<file path="src/rtl/ssp_pkg.sv">
package ssp_pkg;

    localparam logic [1:0] MODE_PERIODIC = 2'd0;
    localparam logic [1:0] MODE_DEMAND   = 2'd1;
    localparam logic [1:0] MODE_NETWORK  = 2'd2;

    // word length code to number of bits
    function automatic logic [4:0] wlen_bits(input logic [1:0] code);
        case (code)
            2'd0:    return 5'd8;
            2'd1:    return 5'd12;
            2'd2:    return 5'd16;
            default: return 5'd24;
        endcase
    endfunction

endpackage

</file>
<file path="src/rtl/ssp_bitclk.sv">
module ssp_bitclk #(
    parameter int DIV_W = 8
) (
    input  logic             clk,
    input  logic             rst_n,
    input  logic [DIV_W-1:0] div,
    output logic             bit_stb,
    output logic             mid_stb,
    output logic             phase_hi
);
    typedef struct packed {
        logic [DIV_W-1:0] cnt;
        logic             half;
    } bclk_t;

    bclk_t st_q, st_d;
    logic  term;

    always_comb begin
        st_d = st_q;
        term = (st_q.cnt == div);
        if (term) begin
            st_d.cnt  = '0;
            st_d.half = ~st_q.half;
        end else begin
            st_d.cnt = st_q.cnt + 1'b1;
        end
    end

    assign bit_stb  = term && st_q.half;
    assign mid_stb  = term && !st_q.half;
    assign phase_hi = st_q.half;

    always_ff @(posedge clk) begin
        if (!rst_n) st_q <= '0;
        else        st_q <= st_d;
    end

    // the clock level only changes after a terminal count
    a_r2_half_on_terminal: assert property (@(posedge clk) disable iff (!rst_n)
        (st_q.half != $past(st_q.half)) |-> $past(term));

endmodule

</file>
<file path="src/rtl/ssp_tx.sv">
module ssp_tx
    import ssp_pkg::*;
#(
    parameter int WORD_W = 24,
    parameter int SLOTS  = 32,
    localparam int SLOT_W = $clog2(SLOTS),
    localparam int BW     = $clog2(WORD_W + 1)
) (
    input  logic              clk,
    input  logic              rst_n,
    input  logic              bit_stb,
    input  logic [1:0]        mode,
    input  logic              gated,
    input  logic [BW-1:0]     wl,
    input  logic [SLOT_W-1:0] last_slot,
    input  logic [SLOTS-1:0]  slot_en,
    input  logic              wr,
    input  logic [WORD_W-1:0] wdata,
    output logic              empty,
    output logic              underrun,
    output logic              sd,
    output logic              oe,
    output logic              fs,
    output logic              run,
    output logic [BW-1:0]     bit_idx,
    output logic [SLOT_W-1:0] slot
);
    typedef struct packed {
        logic              run;
        logic              drive;
        logic              fs;
        logic              full;
        logic              und;
        logic [BW-1:0]     bitn;
        logic [SLOT_W-1:0] slot;
        logic [WORD_W-1:0] sh;
        logic [WORD_W-1:0] hold;
        logic [WORD_W-1:0] last;
    } tx_t;

    tx_t tq, td;
    logic load, eow, periodic, net;
    logic [SLOT_W-1:0] stop_slot, nslot;

    function automatic logic [WORD_W-1:0] align(input logic [WORD_W-1:0] w,
                                                input logic [BW-1:0] n);
        return w << (WORD_W - int'(n));
    endfunction

    always_comb begin
        td        = tq;
        td.und    = 1'b0;
        load      = 1'b0;
        net       = (mode == MODE_NETWORK);
        periodic  = !gated && (mode == MODE_PERIODIC || net);
        stop_slot = net ? last_slot : '0;
        eow       = tq.run && (tq.bitn == wl - 1'b1);
        nslot     = (tq.run && tq.slot != stop_slot) ? tq.slot + 1'b1 : '0;
        if (bit_stb) begin
            if (tq.run && !eow) begin
                td.bitn = tq.bitn + 1'b1;
                td.sh   = tq.sh << 1;
                td.fs   = 1'b0;
            end else if (periodic) begin
                td.run   = 1'b1;
                td.bitn  = '0;
                td.slot  = nslot;
                td.fs    = (nslot == '0);
                td.drive = net ? slot_en[nslot] : 1'b1;
                td.sh    = '0;
                if (td.drive) begin
                    if (tq.full) begin
                        load    = 1'b1;
                        td.sh   = align(tq.hold, wl);
                        td.last = tq.hold;
                    end else begin
                        td.sh  = align(tq.last, wl);
                        td.und = 1'b1;
                    end
                end
            end else begin
                td.fs   = 1'b0;
                td.bitn = '0;
                td.slot = '0;
                if (gated && eow) begin
                    td.run   = 1'b0;
                    td.drive = 1'b0;
                end else if (tq.full) begin
                    load     = 1'b1;
                    td.run   = 1'b1;
                    td.drive = 1'b1;
                    td.fs    = !gated;
                    td.sh    = align(tq.hold, wl);
                    td.last  = tq.hold;
                end else begin
                    td.run   = 1'b0;
                    td.drive = 1'b0;
                end
            end
        end
        if (load) td.full = 1'b0;
        if (wr && !tq.full) begin
            td.hold = wdata;
            td.full = 1'b1;
        end
    end

    always_ff @(posedge clk) begin
        if (!rst_n) tq <= '0;
        else        tq <= td;
    end

    assign empty    = !tq.full;
    assign underrun = tq.und;
    assign oe       = tq.run && tq.drive;
    assign sd       = oe ? tq.sh[WORD_W-1] : 1'b0;
    assign fs       = tq.fs;
    assign run      = tq.run;
    assign bit_idx  = tq.bitn;
    assign slot     = tq.slot;

    // an underrun is flagged once per word
    a_r8_underrun_single: assert property (@(posedge clk) disable iff (!rst_n)
        tq.und |=> !tq.und);
    // a write into a full holding register leaves it unchanged
    a_r9_full_write_ignored: assert property (@(posedge clk) disable iff (!rst_n)
        (tq.full && wr && !load) |=> $stable(tq.hold));
    // frame sync starts together with the first bit of a word
    a_r4_fs_first_bit: assert property (@(posedge clk) disable iff (!rst_n)
        $rose(tq.fs) |-> (tq.run && tq.bitn == '0));
    // the line is driven only in enabled slots
    a_r7_masked_slot_quiet: assert property (@(posedge clk) disable iff (!rst_n)
        (oe && net && !gated && $stable(slot_en)) |-> slot_en[tq.slot]);
    // bit index stays within the word length
    a_r3_bit_in_range: assert property (@(posedge clk) disable iff (!rst_n)
        (tq.run && $stable(wl)) |-> (tq.bitn < wl));

endmodule

</file>
<file path="src/rtl/ssp_rx.sv">
module ssp_rx #(
    parameter int WORD_W = 24,
    parameter int SLOTS  = 32,
    localparam int SLOT_W = $clog2(SLOTS),
    localparam int BW     = $clog2(WORD_W + 1)
) (
    input  logic              clk,
    input  logic              rst_n,
    input  logic              ext_en,
    input  logic [BW-1:0]     wl,
    input  logic [SLOT_W-1:0] last_slot,
    input  logic              mid_stb,
    input  logic              tx_run,
    input  logic [BW-1:0]     tx_bit,
    input  logic [SLOT_W-1:0] tx_slot,
    input  logic              sd_i,
    input  logic              sck_i,
    input  logic              fs_i,
    output logic [WORD_W-1:0] data,
    output logic              valid,
    output logic [SLOT_W-1:0] oslot
);
    typedef struct packed {
        logic [2:0]        s1;
        logic [2:0]        s2;
        logic              sck_prev;
        logic              on;
        logic [BW-1:0]     cnt;
        logic [SLOT_W-1:0] slot;
        logic [WORD_W-1:0] sh;
        logic [WORD_W-1:0] data;
        logic              valid;
        logic [SLOT_W-1:0] oslot;
    } rx_t;

    rx_t rq, rd;
    logic ev, first, sbit;

    always_comb begin
        rd          = rq;
        rd.valid    = 1'b0;
        rd.s1       = {sck_i, fs_i, sd_i};
        rd.s2       = rq.s1;
        rd.sck_prev = rq.s2[2];
        if (ext_en) begin
            ev    = rq.s2[2] && !rq.sck_prev;
            first = rq.s2[1];
            sbit  = rq.s2[0];
        end else begin
            ev    = mid_stb && tx_run;
            first = (tx_bit == '0);
            sbit  = sd_i;
        end
        if (ev) begin
            if (first || (rq.on && rq.cnt == '0)) begin
                rd.sh  = {{(WORD_W-1){1'b0}}, sbit};
                rd.cnt = 1;
                rd.on  = 1'b1;
                if (first) rd.slot = ext_en ? '0 : tx_slot;
            end else if (rq.on) begin
                rd.sh  = {rq.sh[WORD_W-2:0], sbit};
                rd.cnt = rq.cnt + 1'b1;
            end
            if (rd.on && rd.cnt == wl) begin
                rd.valid = 1'b1;
                rd.data  = rd.sh;
                rd.oslot = rd.slot;
                rd.cnt   = '0;
                rd.slot  = (rd.slot == last_slot) ? '0 : rd.slot + 1'b1;
            end
        end
    end

    always_ff @(posedge clk) begin
        if (!rst_n) rq <= '0;
        else        rq <= rd;
    end

    assign data  = rq.data;
    assign valid = rq.valid;
    assign oslot = rq.oslot;

    // a received word is announced for exactly one cycle
    a_r11_valid_single: assert property (@(posedge clk) disable iff (!rst_n)
        rq.valid |=> !rq.valid);

endmodule

</file>
<file path="src/rtl/ssp_top.sv">
module ssp_top
    import ssp_pkg::*;
#(
    parameter int WORD_W = 24,
    parameter int SLOTS  = 32,
    parameter int DIV_W  = 8,
    localparam int SLOT_W = $clog2(SLOTS),
    localparam int BW     = $clog2(WORD_W + 1)
) (
    input  logic              clk,
    input  logic              rst_n,
    input  logic [1:0]        cfg_mode,
    input  logic [1:0]        cfg_wlen,
    input  logic [DIV_W-1:0]  cfg_div,
    input  logic              cfg_gated,
    input  logic              cfg_rx_ext,
    input  logic [SLOT_W-1:0] cfg_last_slot,
    input  logic [SLOTS-1:0]  cfg_slot_en,
    input  logic              tx_wr,
    input  logic [WORD_W-1:0] tx_word,
    output logic              tx_empty,
    output logic              tx_underrun,
    output logic [WORD_W-1:0] rx_word,
    output logic              rx_valid,
    output logic [SLOT_W-1:0] rx_slot,
    output logic              sck_o,
    output logic              fs_o,
    output logic              sd_o,
    output logic              sd_oe,
    input  logic              sd_i,
    input  logic              sck_i,
    input  logic              fs_i
);
    logic              bit_stb, mid_stb, phase_hi;
    logic              tx_run;
    logic [BW-1:0]     tx_bit, wl;
    logic [SLOT_W-1:0] tx_slot, rx_last;

    assign wl      = BW'(wlen_bits(cfg_wlen));
    assign rx_last = (cfg_mode == MODE_NETWORK) ? cfg_last_slot : '0;

    ssp_bitclk #(.DIV_W(DIV_W)) u_bclk (
        .clk(clk), .rst_n(rst_n), .div(cfg_div),
        .bit_stb(bit_stb), .mid_stb(mid_stb), .phase_hi(phase_hi)
    );

    ssp_tx #(.WORD_W(WORD_W), .SLOTS(SLOTS)) u_tx (
        .clk(clk), .rst_n(rst_n), .bit_stb(bit_stb), .mode(cfg_mode),
        .gated(cfg_gated), .wl(wl), .last_slot(cfg_last_slot),
        .slot_en(cfg_slot_en), .wr(tx_wr), .wdata(tx_word),
        .empty(tx_empty), .underrun(tx_underrun), .sd(sd_o), .oe(sd_oe),
        .fs(fs_o), .run(tx_run), .bit_idx(tx_bit), .slot(tx_slot)
    );

    ssp_rx #(.WORD_W(WORD_W), .SLOTS(SLOTS)) u_rx (
        .clk(clk), .rst_n(rst_n), .ext_en(cfg_rx_ext), .wl(wl),
        .last_slot(rx_last), .mid_stb(mid_stb), .tx_run(tx_run),
        .tx_bit(tx_bit), .tx_slot(tx_slot), .sd_i(sd_i), .sck_i(sck_i),
        .fs_i(fs_i), .data(rx_word), .valid(rx_valid), .oslot(rx_slot)
    );

    assign sck_o = phase_hi && (!cfg_gated || tx_run);

endmodule

</file>
<file path="config.mk">
export PLATFORM = sky130hd
export DESIGN_NAME = ssp_top
export DESIGN_NICKNAME = d
export VERILOG_FILES = /design/src/rtl/ssp_pkg.sv /design/src/rtl/ssp_bitclk.sv /design/src/rtl/ssp_tx.sv /design/src/rtl/ssp_rx.sv /design/src/rtl/ssp_top.sv
export SDC_FILE = /design/constraint.sdc
export NUM_CORES = 1
export LEC_CHECK = 0
export ABC_AREA = 1
export BUFFER_PORTS_ARGS = -buffer_cell sky130_fd_sc_hd__buf_2
export CAP_MARGIN = 20
export CORE_ASPECT_RATIO = 0.7
export CORE_MARGIN = 2
export CORE_UTILIZATION = 63
export CTS_CLUSTER_SIZE = 12
export DETAILED_ROUTE_END_ITERATION = 8
export HOLD_SLACK_MARGIN = 0.1
export PLACE_DENSITY = 0.85
export SLEW_MARGIN = 0
export SYNTH_ARGS = -nofsm -noshare
export SYNTH_HDL_FRONTEND = slang
export SYNTH_SLANG_ARGS = --single-unit
export TNS_END_PERCENT = 1
</file>
<file path="constraint.sdc">
create_clock -name clk -period 7.8 [get_ports clk]
set_input_delay 0.78 -clock clk [delete_from_list [all_inputs] [get_ports clk]]
set_output_delay 0.78 -clock clk [all_outputs]
set_load 0.005 [all_outputs]
</file>
==> qor_table.md, run 1 <==
| Quantity | Reported |
|---|---|
| Outcome | finished clean |
| Sequential cell area | 3360 µm² |
| Nature of the critical path endpoint | register |
| Core Rows | 37 |
| Fillers | 1287 |
| Combined global-route utilization of all metal layers | 33.5% |
| Library cells used by synthesis | 46 |
| Area occupied by multi-input gates | 4930 µm² |
| Fmax | 201 MHz |
| Max-cap violations | 0 |
| Critical path class | primary input to register |
| Buffer cell driving the clock tree root | sky130_fd_sc_hd__clkbuf_16 |
| Worst Max-Slew Pin Slew | 0.886 ns |
| Yosys Warn Count | 0 |
| Chain of cells forming the critical path | buf_2 -> inv_1 -> ha_1 -> buf_4 -> inv_2 -> o2111ai_1 -> nand2_1 -> inv_1 -> nor2_1 -> inv_1 -> o21ai_2 -> nor2_1 -> buf_4 -> nand3_1 -> a21oi_1 |
| Final count of negative-setup-slack endpoints | 0 |
| Die boundary width | 151 µm |
| Total detailed-routing wirelength | 27000 µm |
| Synth Flop Type | sky130_fd_sc_hd__dfxtp_1 |
| Routed vias/inst | 5.80 |
| DR WL met3 | 3290 µm |
| Part of the power in registers | 45.0% |
| First-pass detailed-route iteration total | 6 |
| Slowest cell delay on critical path | 0.54 ns |
| Floorplan die height | 107 µm |
| HPWL reported at the end of detailed placement | 18100 µm |
| Post-CTS repair timing setup buffer count | 0 |
| Placed standard-cell area | 9880 µm² |
| Number of nets in the synthesized netlist | 1570 |
| Buffer and inverter count on the worst path | 7 |
| Top Ports | 117 |
| Internal power | 1.38 mW |
| Dominant cell type by count on the critical path | sky130_fd_sc_hd__inv_1 |
| Clock period minus worst slack | 4.97 ns |
| Hold buffers post-CTS | 0 |
| Final setup skew | 0.0217 ns |
| Worst EP required | 8.15 ns |
| Class of the tightest hold or removal check | register to register |
| Clock sink count | 168 |
| Max-slew violation count | 0 |
| Starting density of the core | 64.6% |
| Core area | 14800 µm² |
| Setup repair after global routing missed its margin | false |
| Layout overhead on the synthesized area | 9.80% |
| Met2 wire length | 11000 µm |
| Maximum number of pins on one net before global-route repair | 90 |
| Register area share after synthesis | 35.2% |
| Peak ir drop on the vdd network | 0.133 mV |
| Clock latency reported for the late side of the worst-skew pair | 0.44 ns |
| Placer congestion estimate | 0.992 |
| ANT cells | 0 |
| Startpoint Class | primary input |
| Data arrival time of the critical path | 5.32 ns |
| Uppermost metal layer occupied by signal nets | met4 |
| Share of cells above drive strength 1 | 12.3% |
| CTS buffer count | 17 |
| GRT Residual Overflow | 0 |
| Post-synthesis async set-or-reset flop share | 0% |
| DP Worst Slack | 2.66 ns |
| Clock tree buffer depth | 2 |
| H-tree depth reported by CTS | 4 |
| I/O Buffers | 116 |
| Clock transition at the registers of the reported paths | 0.07 ns |
| Number of vias after detailed routing | 9945 |
| CP top delay family | buffers and inverters |
| Post-Syn Instances | 1476 |
| Sw Ratio | 30.2% |
| Peak fanout along the critical path | 46 |
| Wire length of the first global-routing pass | 43200 µm |
| Final worst path period share | 63.8% |
| DRC violation count after routing | 0 |
| Post-synthesis area per instance | 6.47 µm² |
| Routed metal-1 wire length | 12400 µm |
| DR iter-0 viols | 1248 |
| Total power density per cell area | 189 nW/µm² |
| CTS tree | done |
| Leading cell types in the layout, fill and taps excluded | 316 x sky130_fd_sc_hd__nand2_1, 168 x sky130_fd_sc_hd__dfxtp_1, 161 x sky130_fd_sc_hd__inv_1 |
| Setup Total Neg Slack | 0 ns |
| Number of gates resized after CTS | 0 |
| Fraction of power consumed by the clock network | 43.0% |
| Routed WL per cell | 15.8 µm |
| Static Leak | 4.71 nW |
| Worst hold slack after final layout | 0.417 ns |
| Relative slew margins | 41.0% |
| Register bit total from synthesis | 168 |
| Final hold vios | 0 |
| Net count reported at finish | 1601 |
| Fin area | 10500 µm² |
| Initial antenna violation count | 0 |
| Antenna violation net count after detailed routing | 0 |
| Power dissipated by switching net loads | 0.599 mW |
| Setup slack of the critical path after layout | 2.83 ns |
| Total power of the final layout | 1.98 mW |
| Worst-path cell with the longest stage delay | sky130_fd_sc_hd__inv_1 |
| Die Footprint | 16200 µm² |
| Area of the mapped netlist | 9550 µm² |
| Number of synthesized flops with an enable pin | 0 |
| Most common library cell in the layout ignoring fill and taps | sky130_fd_sc_hd__nand2_1 |
| Logic gate share of total power | 12.0% |
| Number of global-route vias before repair | 8562 |
per-layer routing:
layer	up-vias	global-route usage (%)
met3	23	9.19
li1	4875	-
met4	0	7.14
met5	-	0
met2	598	47.3
met1	4449	50.7
path summary, 6_finish.rpt:
kind,startpoint,to,slack (ns),cells past startpoint
worst max-delay path,cfg_wlen[1],u_tx.tq[53],2.83,15
worst min-delay path,u_rx.rd[68],u_rx.rd[65],0.42,2
worst max register to register,u_tx.bit_idx[3],u_tx.tq[71],3.86,13
worst min register to register,u_rx.rd[68],u_rx.rd[65],0.42,2
flip-flops by register name (all words and copies together) (netlist names):
name	flops
u_bclk.st_q	8
u_rx.valid	1
u_tx.bit_idx	5
u_bclk.phase_hi	1
u_tx.fs	1
u_rx.rd	4
u_rx.rq	38
u_tx.tq	74
u_tx.run	1
u_tx.slot	5
u_rx.data	24
u_rx.oslot	5
u_tx.underrun	1
kinds of logic (layout without fill, tap and decap cells):
kind of cell    count (synthesis)  count (layout)  share of synthesized area [%]
fa+ha+maj                      13              13                           1.70
compound gates                381             381                           21.9
xor+xnor                       21              21                           1.93
buf+inv                       295             339                           13.2
flops                         168             168                           35.2
simple gates                  597             597                           26.0
mux                             1               1                          0.118
synth_stat cells (2+ instances only):
| library cell | number | area, µm² |
|---|---|---|
| sky130_fd_sc_hd__buf_4 | 32 | 240 |
| sky130_fd_sc_hd__buf_6 | 2 | 22.5 |
| sky130_fd_sc_hd__o21ai_1 | 5 | 25.0 |
| sky130_fd_sc_hd__xnor2_1 | 7 | 61.3 |
| sky130_fd_sc_hd__buf_1 | 9 | 33.8 |
| sky130_fd_sc_hd__nor3_1 | 10 | 50.1 |
| sky130_fd_sc_hd__clkinv_1 | 5 | 18.8 |
| sky130_fd_sc_hd__clkbuf_1 | 62 | 233 |
| sky130_fd_sc_hd__o211ai_1 | 8 | 60.1 |
| sky130_fd_sc_hd__inv_1 | 161 | 604 |
| sky130_fd_sc_hd__o31ai_1 | 2 | 15.0 |
| sky130_fd_sc_hd__inv_2 | 13 | 48.8 |
| sky130_fd_sc_hd__xor2_1 | 14 | 123 |
| sky130_fd_sc_hd__o2111ai_1 | 5 | 43.8 |
| sky130_fd_sc_hd__o221ai_1 | 4 | 35.0 |
| sky130_fd_sc_hd__o32ai_1 | 3 | 26.3 |
| sky130_fd_sc_hd__o22ai_1 | 55 | 344 |
| sky130_fd_sc_hd__a22oi_1 | 2 | 15.0 |
| sky130_fd_sc_hd__buf_2 | 11 | 55.1 |
| sky130_fd_sc_hd__dfxtp_1 | 168 | 3360 |
| sky130_fd_sc_hd__a31oi_1 | 3 | 18.8 |
| sky130_fd_sc_hd__a221oi_1 | 2 | 17.5 |
| sky130_fd_sc_hd__ha_1 | 13 | 163 |
| sky130_fd_sc_hd__or2_2 | 6 | 37.5 |
| sky130_fd_sc_hd__nor3b_1 | 4 | 30.0 |
| sky130_fd_sc_hd__nand3_1 | 71 | 355 |
| sky130_fd_sc_hd__nand4_1 | 20 | 125 |
| sky130_fd_sc_hd__nand3_2 | 2 | 20.0 |
| sky130_fd_sc_hd__o21ai_0 | 140 | 701 |
| sky130_fd_sc_hd__nand2_1 | 316 | 1190 |
| sky130_fd_sc_hd__nor2_1 | 159 | 597 |
| sky130_fd_sc_hd__nand3b_1 | 2 | 15.0 |
| sky130_fd_sc_hd__a21oi_1 | 143 | 716 |
| sky130_fd_sc_hd__a211oi_1 | 5 | 37.5 |
power groups by stage:
stage | combinational (mW) | sequential, mW | clock (mW)
finish | 0.238 | 0.891 | 0.852
global route | 0.259 | 0.893 | 0.896
CTS | 0.228 | 0.890 | 0.857
detailed placement | 0.225 | 0.910 | 0
global placement | 0.225 | 0.909 | 0
floorplan | 0.154 | 0.905 | 0
worst min-delay path: cells and delay by family (launching register included):
family / cells / cell delay, ns
buf+inv: 1 / 0.05
simple gates: 1 / 0.04
flops: 1 / 0.31
area by class of cell:
| cell class | count | area share, % |
|---|---|---|
| clock inverter | 15 | 1.68 |
| tap | 195 | 2.33 |
| sequential | 168 | 32.1 |
| multi-input combinational | 1013 | 47.0 |
| timing repair buffer | 128 | 6.40 |
| inverter | 179 | 6.41 |
| clock buffer | 17 | 4.06 |
metrics by stage:
step	utilization, %	cells
global placement	66.9	1683
floorplan	-	1476
finish	71.0	1715
global route	71.0	1715
detailed placement	66.9	1683
CTS	71.0	1715
Power figures use the tool's default switching activity.
==> run 2, diff against run 1 <==
CORE_UTILIZATION = 59   (was 63)
PLACE_DENSITY = 0.8   (was 0.85)
clock period = 4.7 ns   (was 7.8 ns; I/O delays follow)
==> run 2 against run 1 <==
Effect of this change: non-clock buffer count increased by 9; power increased by 64%; final area rose by 0.36%; cell count is 0.76% higher; register-to-register slack got worse by 2.8 ns; worst hold slack worse by 0.20 ns; sequential power increased by 66%; critical endpoint is now u_tx.tq[1].
==> qor_table.md, run 2 (synthesis gave the netlist of run 1 again) <==
| Quantity | Reported | Delta |
|---|---|---|
| Outcome | finished clean |  |
| First-pass detailed-route iteration total | 6 | unchanged |
| Worst-path cell with the longest stage delay | sky130_fd_sc_hd__inv_1 |  |
| Setup repair after global routing missed its margin | false |  |
| Initial antenna violation count | 0 | unchanged |
| Number of vias after detailed routing | 9839 | -1.1% |
| Largest register by flop count | u_tx.tq |  |
| Core Rows | 38 | +2.7% |
| Die Footprint | 17200 µm² | +6.6% |
| Startpoint Class | register |  |
| CTS buffer count | 17 | unchanged |
| Wire length of the first global-routing pass | 42700 µm | -1.2% |
| Sw Ratio | 28.3% | -1.9 points |
| Final worst path period share | 78.2% |  |
| Clock period minus worst slack | 3.67 ns |  |
| I/O Buffers | 116 | unchanged |
| Final hold vios | 0 | unchanged |
| Floorplan die height | 110 µm | +3.2% |
| Setup slack of the critical path after layout | 1.03 ns | -1.80 ns |
| Worst Max-Slew Pin Slew | 0.743 ns | -0.143 ns |
| Sequential cell area | 3360 µm² | unchanged |
| Buffer and inverter count on the worst path | 4 | -3 |
| Final setup skew | 0.0108 ns | -0.0109 ns |
| Fmax | 272 MHz |  |
| Clock sink count | 168 | unchanged |
| Clock latency reported for the late side of the worst-skew pair | 0.43 ns | about the same |
| Dominant cell type by count on the critical path | sky130_fd_sc_hd__nand2_1 |  |
| Logic gate share of total power | 12.2% | +0.2 points |
| Critical path class | register to register |  |
| GRT Residual Overflow | 0 | unchanged |
| Data arrival time of the critical path | 4.00 ns | -1.32 ns |
| Relative slew margins | 50.3% | +9.3 points |
| Internal power | 2.32 mW | +68% |
| Total detailed-routing wirelength | 26300 µm | -2.6% |
| Most common library cell in the layout ignoring fill and taps | sky130_fd_sc_hd__nand2_1 |  |
| Routed WL per cell | 15.2 µm | -3.3% |
| Leading cell types in the layout, fill and taps excluded | 316 x sky130_fd_sc_hd__nand2_1, 168 x sky130_fd_sc_hd__dfxtp_1, 161 x sky130_fd_sc_hd__inv_1 |  |
| CTS tree | done |  |
| Number of global-route vias before repair | 8317 | -2.9% |
| Maximum number of pins on one net before global-route repair | 63 | -30% |
| Total power density per cell area | 308 nW/µm² | +63% |
| CP top delay family | simple AND/OR/NAND/NOR gates |  |
| Number of flip-flops in the largest register | 74 | unchanged |
| Max-slew violation count | 0 | unchanged |
| Fraction of power consumed by the clock network | 42.2% | -0.8 points |
| Nature of the critical path endpoint | register |  |
| Clock transition at the registers of the reported paths | 0.07 ns | about the same |
| Buffer cell driving the clock tree root | sky130_fd_sc_hd__clkbuf_16 |  |
| Post-CTS repair timing setup buffer count | 0 | unchanged |
| Routed vias/inst | 5.69 | -1.8% |
| Placer congestion estimate | 1.01 | +1.4% |
| Max-cap violations | 0 | unchanged |
| Starting density of the core | 61.0% | -3.6 points |
| Layout overhead on the synthesized area | 10.2% |  |
| Peak fanout along the critical path | 48 | +4.3% |
| Peak ir drop on the vdd network | 0.243 mV | +82% |
| Class of the tightest hold or removal check | primary input to register |  |
| Top Ports | 117 | unchanged |
| Fillers | 1431 | +11% |
| Worst EP required | 5.03 ns | -3.12 ns |
| Hold buffers post-CTS | 0 | unchanged |
| Antenna violation net count after detailed routing | 0 | unchanged |
| DP Worst Slack | 1.12 ns | -1.54 ns |
| Setup Total Neg Slack | 0 ns | unchanged |
| Combined global-route utilization of all metal layers | 30.3% | -3.2 points |
| Power dissipated by switching net loads | 0.917 mW | +53% |
| Net count reported at finish | 1610 | +0.56% |
| H-tree depth reported by CTS | 4 | unchanged |
| DRC violation count after routing | 0 | unchanged |
| HPWL reported at the end of detailed placement | 18300 µm | +1.0% |
| Die boundary width | 156 µm | +3.2% |
| Number of gates resized after CTS | 0 | unchanged |
| Slowest cell delay on critical path | 0.52 ns | -0.02 ns |
| Static Leak | 4.75 nW | +0.74% |
| Core area | 15600 µm² | +5.9% |
| Area occupied by multi-input gates | 4930 µm² | unchanged |
| DR iter-0 viols | 1347 | +7.9% |
| ANT cells | 0 | unchanged |
| Final count of negative-setup-slack endpoints | 0 | unchanged |
| Clock tree buffer depth | 2 | unchanged |
| Chain of cells forming the critical path | inv_1 -> nand2_1 -> nand2_1 -> inv_2 -> nor2_1 -> nand3_2 -> nand3_1 -> inv_2 -> nand3_1 -> nand3_1 -> nand3_1 -> nand2_1 -> nand2_1 -> nand3_4 -> o21ai_2 -> buf_4 -> nand2_1 -> nand2_1 -> nor2_1 |  |
| Part of the power in registers | 45.6% | +0.6 points |
| Share of cells above drive strength 1 | 12.8% | +0.46 points |
## run 2: final timing paths
kind / startpoint / endpoint / slack (ns) / depth (start not counted)
hold / removal: fs_i / u_rx.rd[67] / 0.22 / 3
setup reg to reg: u_tx.slot[0] / u_tx.tq[1] / 1.03 / 19
setup / recovery: u_tx.slot[0] / u_tx.tq[1] / 1.03 / 19
hold reg to reg: u_rx.rd[66] / u_rx.rq[66] / 0.41 / 2
## run 2: layout make-up
| type | count | share of cell area, % |
|---|---|---|
| clock buffers | 17 | 4.04 |
| inverters | 179 | 6.39 |
| clock inverters | 14 | 1.33 |
| repair buffers | 137 | 7.02 |
| multi-input cells | 1013 | 46.9 |
| flip-flops and latches | 168 | 32.0 |
| well taps | 200 | 2.38 |
## run 2: worst register-to-register path: cells and delay by family (launching register included)
kind                   cells  cell delay [ns]
AND/OR/NAND/NOR           14             1.89
buffers and inverters      4             1.11
AO/OA/AOI/OAI              1             0.21
flip-flops                 1             0.35
## run 2: per-stage QoR
step	utilization (%)	power, mW	hold slack [ns]	instances	area [µm²]
floorplan	-	1.76	0.390	1476	9550
CTS	67.2	3.23	0.209	1728	10500
finish	67.2	3.24	0.220	1728	10500
global route	67.2	3.36	0.220	1728	10500
detailed placement	63.6	1.89	0.400	1697	9950
global placement	63.6	1.88	0.395	1697	9950
## run 2: metal layers
| layer | global-route usage [%] | wire length, µm | vias to the layer above |
|---|---|---|---|
| met5 | 0 | 0 | - |
| met4 | 8.01 | 476 | 0 |
| met3 | 7.50 | 2910 | 50 |
| met2 | 40.9 | 10400 | 572 |
| met1 | 47.4 | 12500 | 4322 |
| li1 | - | - | 4895 |
## run 2: power groups by stage
stage | sequential, mW | combinational, mW | clock (mW)
detailed placement | 1.51 | 0.378 | 0
global placement | 1.51 | 0.376 | 0
finish | 1.48 | 0.395 | 1.37
global route | 1.48 | 0.432 | 1.44
floorplan | 1.50 | 0.255 | 0
CTS | 1.48 | 0.380 | 1.37
